## src/rtl/pwr_pkg.sv

```systemverilog
package pwr_pkg;

    localparam int DATA_W   = 32;
    localparam int NUM_WK   = 3;
    localparam int NUM_CONV = 3;
    localparam int LVL_W    = 3;

    localparam logic [7:0] OFS_CTRL = 8'h00;
    localparam logic [7:0] OFS_STAT = 8'h04;

    // control word bit positions
    localparam int C_LPREG = 0;
    localparam int C_PDDS  = 1;
    localparam int C_CWU   = 2;
    localparam int C_CSB   = 3;
    localparam int C_DETEN = 4;
    localparam int C_LVL   = 5;
    localparam int C_BKPWE = C_LVL + LVL_W;
    localparam int C_CONV  = C_BKPWE + 1;

    // status word bit positions
    localparam int S_WUF  = 0;
    localparam int S_SBF  = 1;
    localparam int S_DET  = 2;
    localparam int S_REF  = 3;
    localparam int S_WKEN = 8;

    typedef struct packed {
        logic [NUM_CONV-1:0] conv_en;
        logic                bkp_we;
        logic [LVL_W-1:0]    det_lvl;
        logic                det_en;
        logic                pdds;
        logic                lp_reg;
    } ctrl_t;

    typedef struct packed {
        logic [NUM_WK-1:0] wk_en;
        logic              sbf;
        logic              wuf;
    } stat_t;

    typedef enum logic [1:0] {
        SEL_NONE = 2'd0,
        SEL_CTRL = 2'd1,
        SEL_STAT = 2'd2
    } sel_e;

    function automatic logic be_ok(input logic [3:0] be);
        return (be == 4'b1111) || (be == 4'b0011) || (be == 4'b1100);
    endfunction

    function automatic logic [DATA_W-1:0] merge_be(input logic [DATA_W-1:0] old_w,
                                                   input logic [DATA_W-1:0] new_w,
                                                   input logic [3:0]        be);
        logic [DATA_W-1:0] r;
        for (int i = 0; i < 4; i++) begin
            r[i*8 +: 8] = be[i] ? new_w[i*8 +: 8] : old_w[i*8 +: 8];
        end
        return r;
    endfunction

    function automatic logic [DATA_W-1:0] ctrl_word(input ctrl_t c);
        logic [DATA_W-1:0] w;
        w = '0;
        w[C_LPREG]            = c.lp_reg;
        w[C_PDDS]             = c.pdds;
        w[C_DETEN]            = c.det_en;
        w[C_LVL +: LVL_W]     = c.det_lvl;
        w[C_BKPWE]            = c.bkp_we;
        w[C_CONV +: NUM_CONV] = c.conv_en;
        return w;
    endfunction

    function automatic ctrl_t ctrl_from_word(input logic [DATA_W-1:0] w);
        ctrl_t c;
        c.lp_reg  = w[C_LPREG];
        c.pdds    = w[C_PDDS];
        c.det_en  = w[C_DETEN];
        c.det_lvl = w[C_LVL +: LVL_W];
        c.bkp_we  = w[C_BKPWE];
        c.conv_en = w[C_CONV +: NUM_CONV];
        return c;
    endfunction

    function automatic logic [DATA_W-1:0] stat_word(input stat_t s, input logic det,
                                                    input logic rdy);
        logic [DATA_W-1:0] w;
        w = '0;
        w[S_WUF]              = s.wuf;
        w[S_SBF]              = s.sbf;
        w[S_DET]              = det;
        w[S_REF]              = rdy;
        w[S_WKEN +: NUM_WK]   = s.wk_en;
        return w;
    endfunction

endpackage

```

## src/rtl/pwr_bus_if.sv

```systemverilog
module pwr_bus_if
    import pwr_pkg::*;
#(
    parameter int ADDR_W  = 4,
    parameter int RD_WAIT = 2
) (
    input  logic              clk,
    input  logic              rst,
    input  logic              bus_req,
    input  logic              bus_wr,
    input  logic [ADDR_W-1:0] bus_addr,
    input  logic [3:0]        bus_be,
    output sel_e              sel_o,
    output logic              ready_o,
    output logic              wr_ctrl_o,
    output logic              wr_stat_o,
    output logic              snap_o
);
    localparam int CNT_W = (RD_WAIT < 1) ? 1 : $clog2(RD_WAIT + 1);
    localparam logic [CNT_W-1:0] WAIT_V = CNT_W'(RD_WAIT);

    logic [CNT_W-1:0] cnt_q;
    logic             stat_rd;
    logic             wr_ok;

    always_comb begin
        if (bus_addr == ADDR_W'(OFS_CTRL))      sel_o = SEL_CTRL;
        else if (bus_addr == ADDR_W'(OFS_STAT)) sel_o = SEL_STAT;
        else                                    sel_o = SEL_NONE;
    end

    assign stat_rd = bus_req && !bus_wr && (sel_o == SEL_STAT);
    assign ready_o = stat_rd ? (cnt_q == WAIT_V) : bus_req;
    assign snap_o  = stat_rd && (cnt_q == '0);

    assign wr_ok     = bus_req && bus_wr && be_ok(bus_be);
    assign wr_ctrl_o = wr_ok && (sel_o == SEL_CTRL);
    assign wr_stat_o = wr_ok && (sel_o == SEL_STAT);

    always_ff @(posedge clk) begin
        if (rst) begin
            cnt_q <= '0;
        end else if (stat_rd && !ready_o) begin
            cnt_q <= cnt_q + 1'b1;
        end else begin
            cnt_q <= '0;
        end
    end
endmodule

```

## src/rtl/pwr_ctrl_reg.sv

```systemverilog
module pwr_ctrl_reg
    import pwr_pkg::*;
(
    input  logic              clk,
    input  logic              rst,
    input  logic              wr_en,
    input  logic [DATA_W-1:0] wdata,
    input  logic [3:0]        be,
    output ctrl_t             ctrl_q,
    output logic              clr_wu_cmd,
    output logic              clr_sb_cmd
);
    logic [DATA_W-1:0] merged;

    // clear-command bits are never stored, so the old word carries 0 there
    assign merged     = merge_be(ctrl_word(ctrl_q), wdata, be);
    assign clr_wu_cmd = wr_en && merged[C_CWU];
    assign clr_sb_cmd = wr_en && merged[C_CSB];

    always_ff @(posedge clk) begin
        if (rst) begin
            ctrl_q <= '0;
        end else if (wr_en) begin
            ctrl_q <= ctrl_from_word(merged);
        end
    end
endmodule

```

## src/rtl/pwr_stat_reg.sv

```systemverilog
module pwr_stat_reg
    import pwr_pkg::*;
#(
    parameter int WUF_CLR_DLY = 2
) (
    input  logic              clk,
    input  logic              rst_por,
    input  logic              rst_sys,
    input  logic [NUM_WK-1:0] wk_pin,
    input  logic              sb_set,
    input  logic              wr_en,
    input  logic [DATA_W-1:0] wdata,
    input  logic [3:0]        be,
    input  logic              clr_wu_cmd,
    input  logic              clr_sb_cmd,
    output stat_t             stat_q,
    output logic              wk_evt
);
    logic                   rst_wk;
    logic [NUM_WK-1:0]      gated;
    logic [NUM_WK-1:0]      gated_q;
    logic [NUM_WK-1:0]      hit;
    logic [WUF_CLR_DLY-1:0] clr_sh;
    logic                   wuf_clr;
    logic [DATA_W-1:0]      merged;

    assign rst_wk = rst_por || rst_sys;

    // edge of (enable AND pin): covers a pin rising and an enable set on a high pin
    for (genvar i = 0; i < NUM_WK; i++) begin : g_wk
        assign gated[i] = stat_q.wk_en[i] & wk_pin[i];
        always_ff @(posedge clk) begin
            if (rst_wk) gated_q[i] <= 1'b0;
            else        gated_q[i] <= gated[i];
        end
        assign hit[i] = gated[i] & ~gated_q[i];
    end

    assign wk_evt = |hit;

    always_ff @(posedge clk) begin
        if (rst_wk) clr_sh <= '0;
        else        clr_sh <= (clr_sh << 1) | WUF_CLR_DLY'(clr_wu_cmd);
    end
    assign wuf_clr = clr_sh[WUF_CLR_DLY-1];

    assign merged = merge_be(stat_word(stat_q, 1'b0, 1'b0), wdata, be);

    always_ff @(posedge clk) begin
        if (rst_wk) begin
            stat_q.wuf <= 1'b0;
        end else if (wk_evt) begin
            stat_q.wuf <= 1'b1;
        end else if (wuf_clr) begin
            stat_q.wuf <= 1'b0;
        end
    end

    always_ff @(posedge clk) begin
        if (rst_por) begin
            stat_q.sbf <= 1'b0;
        end else if (sb_set) begin
            stat_q.sbf <= 1'b1;
        end else if (clr_sb_cmd) begin
            stat_q.sbf <= 1'b0;
        end
    end

    always_ff @(posedge clk) begin
        if (rst_wk) begin
            stat_q.wk_en <= '0;
        end else if (wr_en) begin
            stat_q.wk_en <= merged[S_WKEN +: NUM_WK];
        end
    end
endmodule

```

## src/rtl/pwr_regs.sv

```systemverilog
module pwr_regs
    import pwr_pkg::*;
#(
    parameter int ADDR_W      = 4,
    parameter int RD_WAIT     = 2,
    parameter int WUF_CLR_DLY = 2
) (
    input  logic                clk,
    input  logic                rst_por,
    input  logic                rst_sys,
    input  logic                rst_stby,
    input  logic                bus_req,
    input  logic                bus_wr,
    input  logic [ADDR_W-1:0]   bus_addr,
    input  logic [3:0]          bus_be,
    input  logic [DATA_W-1:0]   bus_wdata,
    output logic [DATA_W-1:0]   bus_rdata,
    output logic                bus_ready,
    input  logic [NUM_WK-1:0]   wk_pin,
    input  logic                sb_set,
    input  logic                det_in,
    input  logic                ref_rdy,
    output logic                lp_reg,
    output logic                pdds,
    output logic                det_en,
    output logic [LVL_W-1:0]    det_lvl,
    output logic                bkp_we,
    output logic [NUM_CONV-1:0] conv_en
);
    sel_e              sel;
    logic              wr_ctrl;
    logic              wr_stat;
    logic              snap;
    ctrl_t             ctrl_q;
    stat_t             stat_q;
    logic              clr_wu_cmd;
    logic              clr_sb_cmd;
    logic              wk_evt;
    logic [DATA_W-1:0] stat_live;
    logic [DATA_W-1:0] stat_snap;
    logic [DATA_W-1:0] stat_rd;

    pwr_bus_if #(.ADDR_W(ADDR_W), .RD_WAIT(RD_WAIT)) u_bus (
        .clk       (clk),
        .rst       (rst_por || rst_sys),
        .bus_req   (bus_req),
        .bus_wr    (bus_wr),
        .bus_addr  (bus_addr),
        .bus_be    (bus_be),
        .sel_o     (sel),
        .ready_o   (bus_ready),
        .wr_ctrl_o (wr_ctrl),
        .wr_stat_o (wr_stat),
        .snap_o    (snap)
    );

    pwr_ctrl_reg u_ctrl (
        .clk        (clk),
        .rst        (rst_por || rst_sys || rst_stby),
        .wr_en      (wr_ctrl),
        .wdata      (bus_wdata),
        .be         (bus_be),
        .ctrl_q     (ctrl_q),
        .clr_wu_cmd (clr_wu_cmd),
        .clr_sb_cmd (clr_sb_cmd)
    );

    pwr_stat_reg #(.WUF_CLR_DLY(WUF_CLR_DLY)) u_stat (
        .clk        (clk),
        .rst_por    (rst_por),
        .rst_sys    (rst_sys),
        .wk_pin     (wk_pin),
        .sb_set     (sb_set),
        .wr_en      (wr_stat),
        .wdata      (bus_wdata),
        .be         (bus_be),
        .clr_wu_cmd (clr_wu_cmd),
        .clr_sb_cmd (clr_sb_cmd),
        .stat_q     (stat_q),
        .wk_evt     (wk_evt)
    );

    assign stat_live = stat_word(stat_q, det_in && ctrl_q.det_en, ref_rdy);

    always_ff @(posedge clk) begin
        if (rst_por || rst_sys) stat_snap <= '0;
        else if (snap)          stat_snap <= stat_live;
    end

    if (RD_WAIT == 0) begin : g_rd_live
        assign stat_rd = stat_live;
    end else begin : g_rd_snap
        assign stat_rd = stat_snap;
    end

    always_comb begin
        case (sel)
            SEL_CTRL: bus_rdata = ctrl_word(ctrl_q);
            SEL_STAT: bus_rdata = stat_rd;
            default:  bus_rdata = '0;
        endcase
    end

    assign lp_reg  = ctrl_q.lp_reg;
    assign pdds    = ctrl_q.pdds;
    assign det_en  = ctrl_q.det_en;
    assign det_lvl = ctrl_q.det_lvl;
    assign bkp_we  = ctrl_q.bkp_we;
    assign conv_en = ctrl_q.conv_en;
endmodule

```

## config.mk

```make
export PLATFORM = sky130hd
export DESIGN_NAME = pwr_regs
export DESIGN_NICKNAME = d
export VERILOG_FILES = /design/src/rtl/pwr_pkg.sv /design/src/rtl/pwr_bus_if.sv /design/src/rtl/pwr_ctrl_reg.sv /design/src/rtl/pwr_stat_reg.sv /design/src/rtl/pwr_regs.sv
export SDC_FILE = /design/constraint.sdc
export NUM_CORES = 1
export LEC_CHECK = 0
export BUFFER_PORTS_ARGS = -buffer_cell sky130_fd_sc_hd__buf_2
export CORE_AREA = 2 2 83 53
export DETAILED_ROUTE_END_ITERATION = 10
export DIE_AREA = 0 0 85 55
export GPL_TIMING_DRIVEN = 0
export PLACE_DENSITY_LB_ADDON = 0.3
export SYNTH_ARGS = -nofsm -noshare
export SYNTH_HDL_FRONTEND = slang
export SYNTH_HIERARCHICAL = 1
export SYNTH_SLANG_ARGS = --single-unit
```

## constraint.sdc

```tcl
create_clock -name clk -period 2 [get_ports clk]
set_input_delay 0.1 -clock clk [delete_from_list [all_inputs] [get_ports clk]]
set_output_delay 0.1 -clock clk [all_outputs]
set_load 0.05 [all_outputs]
```

* Yosys cells after proc, flatten, opt, wreduce, memory -nomap -nowiden *
Index checks and enable logic that the tools add are counted.

operators by class
  shifts and indexed selects = 0
  reduce and logical (&&, ||, !) cells = 26
  multiplexer cells = 9
  bitwise logic cells = 11
  $lt $le $gt $ge = 0
  add/subtract/negate cells = 1
  multiply operators = 0
  divide/modulo/power cells = 0
  eq/ne operators = 7

operators by type and width
  cell                                                 count
  case mux 12 bit (2 select lines)                     1
  logical AND 1 bit                                    11
  equality test 4 bit, second input constant           2
  bitwise AND 1 bit                                    6
  AND reduction 2 bit                                  3
  two-way mux 1 bit                                    5
  equality test 2 bit, second input constant           2
  equality test 4 x 2 -> 1 bit, second input constant  1
  equality test 4 x 3 -> 1 bit, second input constant  1
  logical NOT 4 bit                                    1
  logical OR 1 bit                                     4
  two-way mux 2 bit                                    2
  two-way mux 4 bit                                    1
  NOT 1 bit                                            4
  nonzero test 2 bit                                   2
  OR reduction 3 bit                                   1
  adder 2 x 1 -> 2 bit, second input constant          1
  equality test 2 x 1 -> 1 bit, second input constant  1
  logical NOT 1 bit                                    2
  logical NOT 2 bit                                    1
  bitwise OR 2 x 1 -> 2 bit                            1
  OR reduction 2 bit                                   1

storage, ports and cells
  logic and storage cells = 69
  input bits = 52
  bits in writable memories = 0
  bits in latches = 0
  bits in registers = 29
  output and inout port bits = 43
  ROM bits = 0
  memories kept = 0

* Logic depth before layout (Yosys ltp) *
  word-level depth = 10
  gate-level depth with buffers = 7
  depth with buffers taken out = 6

* Cells and area by module *
Netlist, hierarchy kept.

modules (own cells, without submodules)
  module        sequential area each (µm²)  cells each  area each (µm²)  times used
  pwr_regs      140.1                       69          566.8            1
  pwr_ctrl_reg  200.2                       47          503.0            1
  pwr_stat_reg  200.2                       35          369.1            1
  pwr_bus_if    40.0                        21          182.7            1

* Least setup slack after synthesis *
Ideal clock, no wire load.

  path kind = in2out
  from = input bus_addr[1]
  to = output bus_rdata[10]
  data required time = 1.900 ns
  buffers on the path = 0
  cell stages on the path = 5
  arrival = 1.732 ns
  path slack = 0.168 ns
  cell sequence = or4b_4 > inv_1 > ha_1 > a22oi_1 > nor2_1

on the way
  cells in the longest elaborated chain, start to end = 5
  elaborated cells on any way between the ends = 7
  classes of those cells = eq/ne (3); mux (3); reduce/logical (1)

RTL lines
  item                                                                 RTL line          RTL
  from (decl)                                                          pwr_regs.sv:14    input logic [ADDR_W-1:0] bus_addr,
  equality test 4 x 3 -> 1 bit                                         pwr_bus_if.sv:28  else if (bus_addr == ADDR_W'(OFS_STAT)) sel_o = SEL_STAT;
  two-way mux 2 bit                                                    pwr_bus_if.sv:28
  two-way mux 2 bit (*)                                                pwr_bus_if.sv:27  if (bus_addr == ADDR_W'(OFS_CTRL)) sel_o = SEL_CTRL;
  named net sel[1]                                                     pwr_regs.sv:30    sel_e sel;
  equality test 2 bit or equality test 2 x 1 -> 1 bit (tied branches)  pwr_regs.sv:97    case (sel)
  case mux 12 bit (2 select lines) (*)                                 pwr_regs.sv:97
  to (decl)                                                            pwr_regs.sv:17    output logic [DATA_W-1:0] bus_rdata,

Mark *: on every way through the listed nets, which the timed path passes. The rest lies on a longest branch.

* Worst setup path after layout *
  from = input bus_addr[1]
  to = output bus_rdata[6]

The elaborated chain is that of the path after synthesis.

==> impl_results.rst <==
.. list-table::
   :header-rows: 1

   * - Metric
     - Value
   * - Status
     - finished, final reports clean
   * - IO Count
     - 95
   * - Worst endpoint required time
     - 1900 ps
   * - Met3 GRT Util
     - 6.53%
   * - Final net count
     - 307
   * - Post-Place Cells
     - 294
   * - Skew final
     - 5.93 ps
   * - Worst r2r path cells
     - 6
   * - Lkg Pwr
     - 0.977 nW
   * - Setup crit end kind
     - output pin
   * - Count of endpoints failing hold in the final timing report
     - 0
   * - Shortest period the worst path allows
     - 1880 ps
   * - Worst hold path startpoint
     - rst_por
   * - Clock root buffer
     - sky130_fd_sc_hd__clkbuf_8
   * - DR vias/cell
     - 4.53
   * - Die area
     - 4680 sq um
   * - TritonCTS clock tree
     - built
   * - Crit-path max cell delay
     - 570 ps
   * - Detailed-route DRC error count
     - 0
   * - Number of vias in the routed layout
     - 1367
   * - Share of the cycle needed by the critical path after routing
     - 93.8%
   * - Number of filler cells placed in the layout
     - 377
   * - Clock H-tree levels
     - 2
   * - CTS Hold Bufs
     - 0
   * - Number of rows in the core area
     - 18
   * - CP Cell Sequence
     - buf_2, or4b_4, inv_1, ha_1, nor2b_4, and2_1, buf_2
   * - Largest fanout on the critical path
     - 6
   * - Post-synthesis instance area
     - 1620 sq um
   * - Iteration-0 DRC Markers
     - 87
   * - Final wirelength
     - 3610 um
   * - Most congested layer reported by global routing
     - met1
   * - Cell type with the highest occurrence count on the critical path
     - sky130_fd_sc_hd__buf_2
   * - Setup-violating endpoint count in the final report
     - 0
   * - Setup repair after global routing missed its margin
     - false
   * - Global routing met2 resource utilization
     - 22.8%
   * - # Post-CTS Setup Buffers
     - 0
   * - GRT met1 Usage
     - 23.7%
   * - Max cap viols
     - 0
   * - Placer's final routability congestion estimate
     - 0.744
   * - Max clock buf depth
     - 2
   * - Post-Route Setup TNS
     - 0 ps
   * - Non-Filler Instances
     - 302
   * - Setup Slack @ Placement
     - 62.4 ps
   * - Core area
     - 3940 sq um
   * - Maximum clock rate
     - 0.533 GHz
   * - Endpoint with the worst hold slack
     - u_stat/stat_q[1]
   * - Post-Synthesis Mean Instance Area
     - 9.45 sq um
   * - Layout cell share with drive strength beyond 1
     - 45.2%
   * - Antenna violations before repair
     - 0
   * - Starting density of the core
     - 41.0%
   * - Startpoint of the worst register-to-register path
     - u_bus/cnt_q[0]
   * - Number of buffers inserted by port buffering
     - 54
   * - CTS Buf Count
     - 5
   * - Clock Latency Late Sink
     - 280 ps
   * - First-pass GRT wire length
     - 5800 um
   * - Antenna Nets Post-Route
     - 0
   * - Die W
     - 85 um
   * - DR pass1 iterations
     - 6
   * - Final hold slack
     - 29.8 ps
   * - Max Transition Viols Final
     - 0
   * - Pin count of the biggest net entering global routing
     - 11
   * - Final setup margin
     - 125 ps
   * - Worst path slowest cell
     - sky130_fd_sc_hd__or4b_4
   * - Die height
     - 55 um
   * - Clock slew at the register clock pins of the worst setup and hold paths
     - 70 ps
   * - Area Overhead vs Synth
     - 33.1%
   * - HPWL after detailed placement
     - 2860 um
   * - Total buffers and inverters traversed by the critical path
     - 3
   * - Cells after synthesis
     - 171
   * - Startpoint type of the worst setup path
     - input port
   * - Data arrival, critical path
     - 1780 ps
   * - Family with the most delay on the worst path
     - simple AND/OR/NAND/NOR gates
   * - Transition time at the pin with the least slew margin
     - 747 ps
   * - Sink Count
     - 29
   * - Antenna diode instance count
     - 0
   * - Worst setup path class
     - input port to output pin
   * - Worst R2R Setup Slack
     - 730 ps
   * - Number of resized instances in the post-cts repair step
     - 0
   * - Sum of overflow across all layers after global routing
     - 0
   * - Slew headroom
     - 49.8%
   * - Power density cells
     - 661 nW/um^2
   * - Type of the tightest min-delay check
     - input port to flip-flop
   * - Vias in the first global route
     - 1183
   * - Peak supply drop
     - 0.536 mV
   * - Synthesis Warnings
     - 6
   * - WL/cell
     - 12.0 um
   * - Endpoint of the worst register-to-register path
     - stat_rd[1]
   * - Gr usage total
     - 16.6%
   * - Hold depth
     - 2
[placed cells by master (no fill, tap or decap), drive strengths merged, types with 4 or more instances in the layout]
cell / n
nor2: 14
ha: 4
dfxtp: 29
and3: 6
mux2i: 6
a21bo: 13
inv: 6
clkbuf: 7
nand3: 14
a22oi: 5
a21oi: 15
and2: 9
buf: 80
conb: 20
[per-layer routing]
layer / vias up / routed length, um / share of wire [%]
met2: 47 / 1460 / 40
met4: 0 / 56 / 1.5
met1: 595 / 1830 / 51
met5: - / 0 / 0
met3: 7 / 267 / 7.4
li1: 718 / - / -
[sequential cells by signal, indices dropped and copies added (netlist names)]
signal          flops
u_stat/stat_q       5
stat_rd             7
u_bus/cnt_q         2
u_stat/clr_sh       2
u_ctrl/ctrl_q      10
u_stat/gated_q      3
[through the flow]
stage          power (W)  utilization (%)  cell area [sq um]
4_1_cts          0.00143             54.3               2140
6_report         0.00142             54.6               2150
3_3_place_gp    0.000795             51.3               2020
3_5_place_dp    0.000796             51.3               2020
2_1_floorplan   0.000746                -               1690
5_1_grt          0.00147             54.6               2150
[final cells by class]
type	count	area [sq um]	share of cell area (%)
timing repair buffer	54	270	12.6
clock inverter	2	37.5	1.74
multi-input combinational	128	890	41.3
buffer	27	206	9.59
tap	50	62.6	2.91
sequential	29	581	27.0
inverter	6	22.5	1.05
clock buffer	6	82.6	3.84
[report_power, final]
group / switching [W] / total, W / internal, W
sequential: 0.00000125 / 0.000580 / 0.000579
clock: 0.000231 / 0.000636 / 0.000405
combinational: 0.000139 / 0.000206 / 0.0000675
total: 0.000371 / 0.00142 / 0.00105
[worst max-delay path by stage]
stage	from	to	slack [ps]	cells past startpoint
after global placement	bus_addr[1]	bus_rdata[4]	80	7
after detailed placement	bus_addr[1]	bus_rdata[6]	60	7
after floorplan	bus_addr[1]	bus_rdata[10]	170	5
final	bus_addr[1]	bus_rdata[6]	120	7
after global routing	bus_addr[1]	bus_rdata[5]	0.7	7
after CTS	bus_addr[1]	bus_rdata[6]	50	7
No activity file was read; power rests on OpenSTA's default activity.
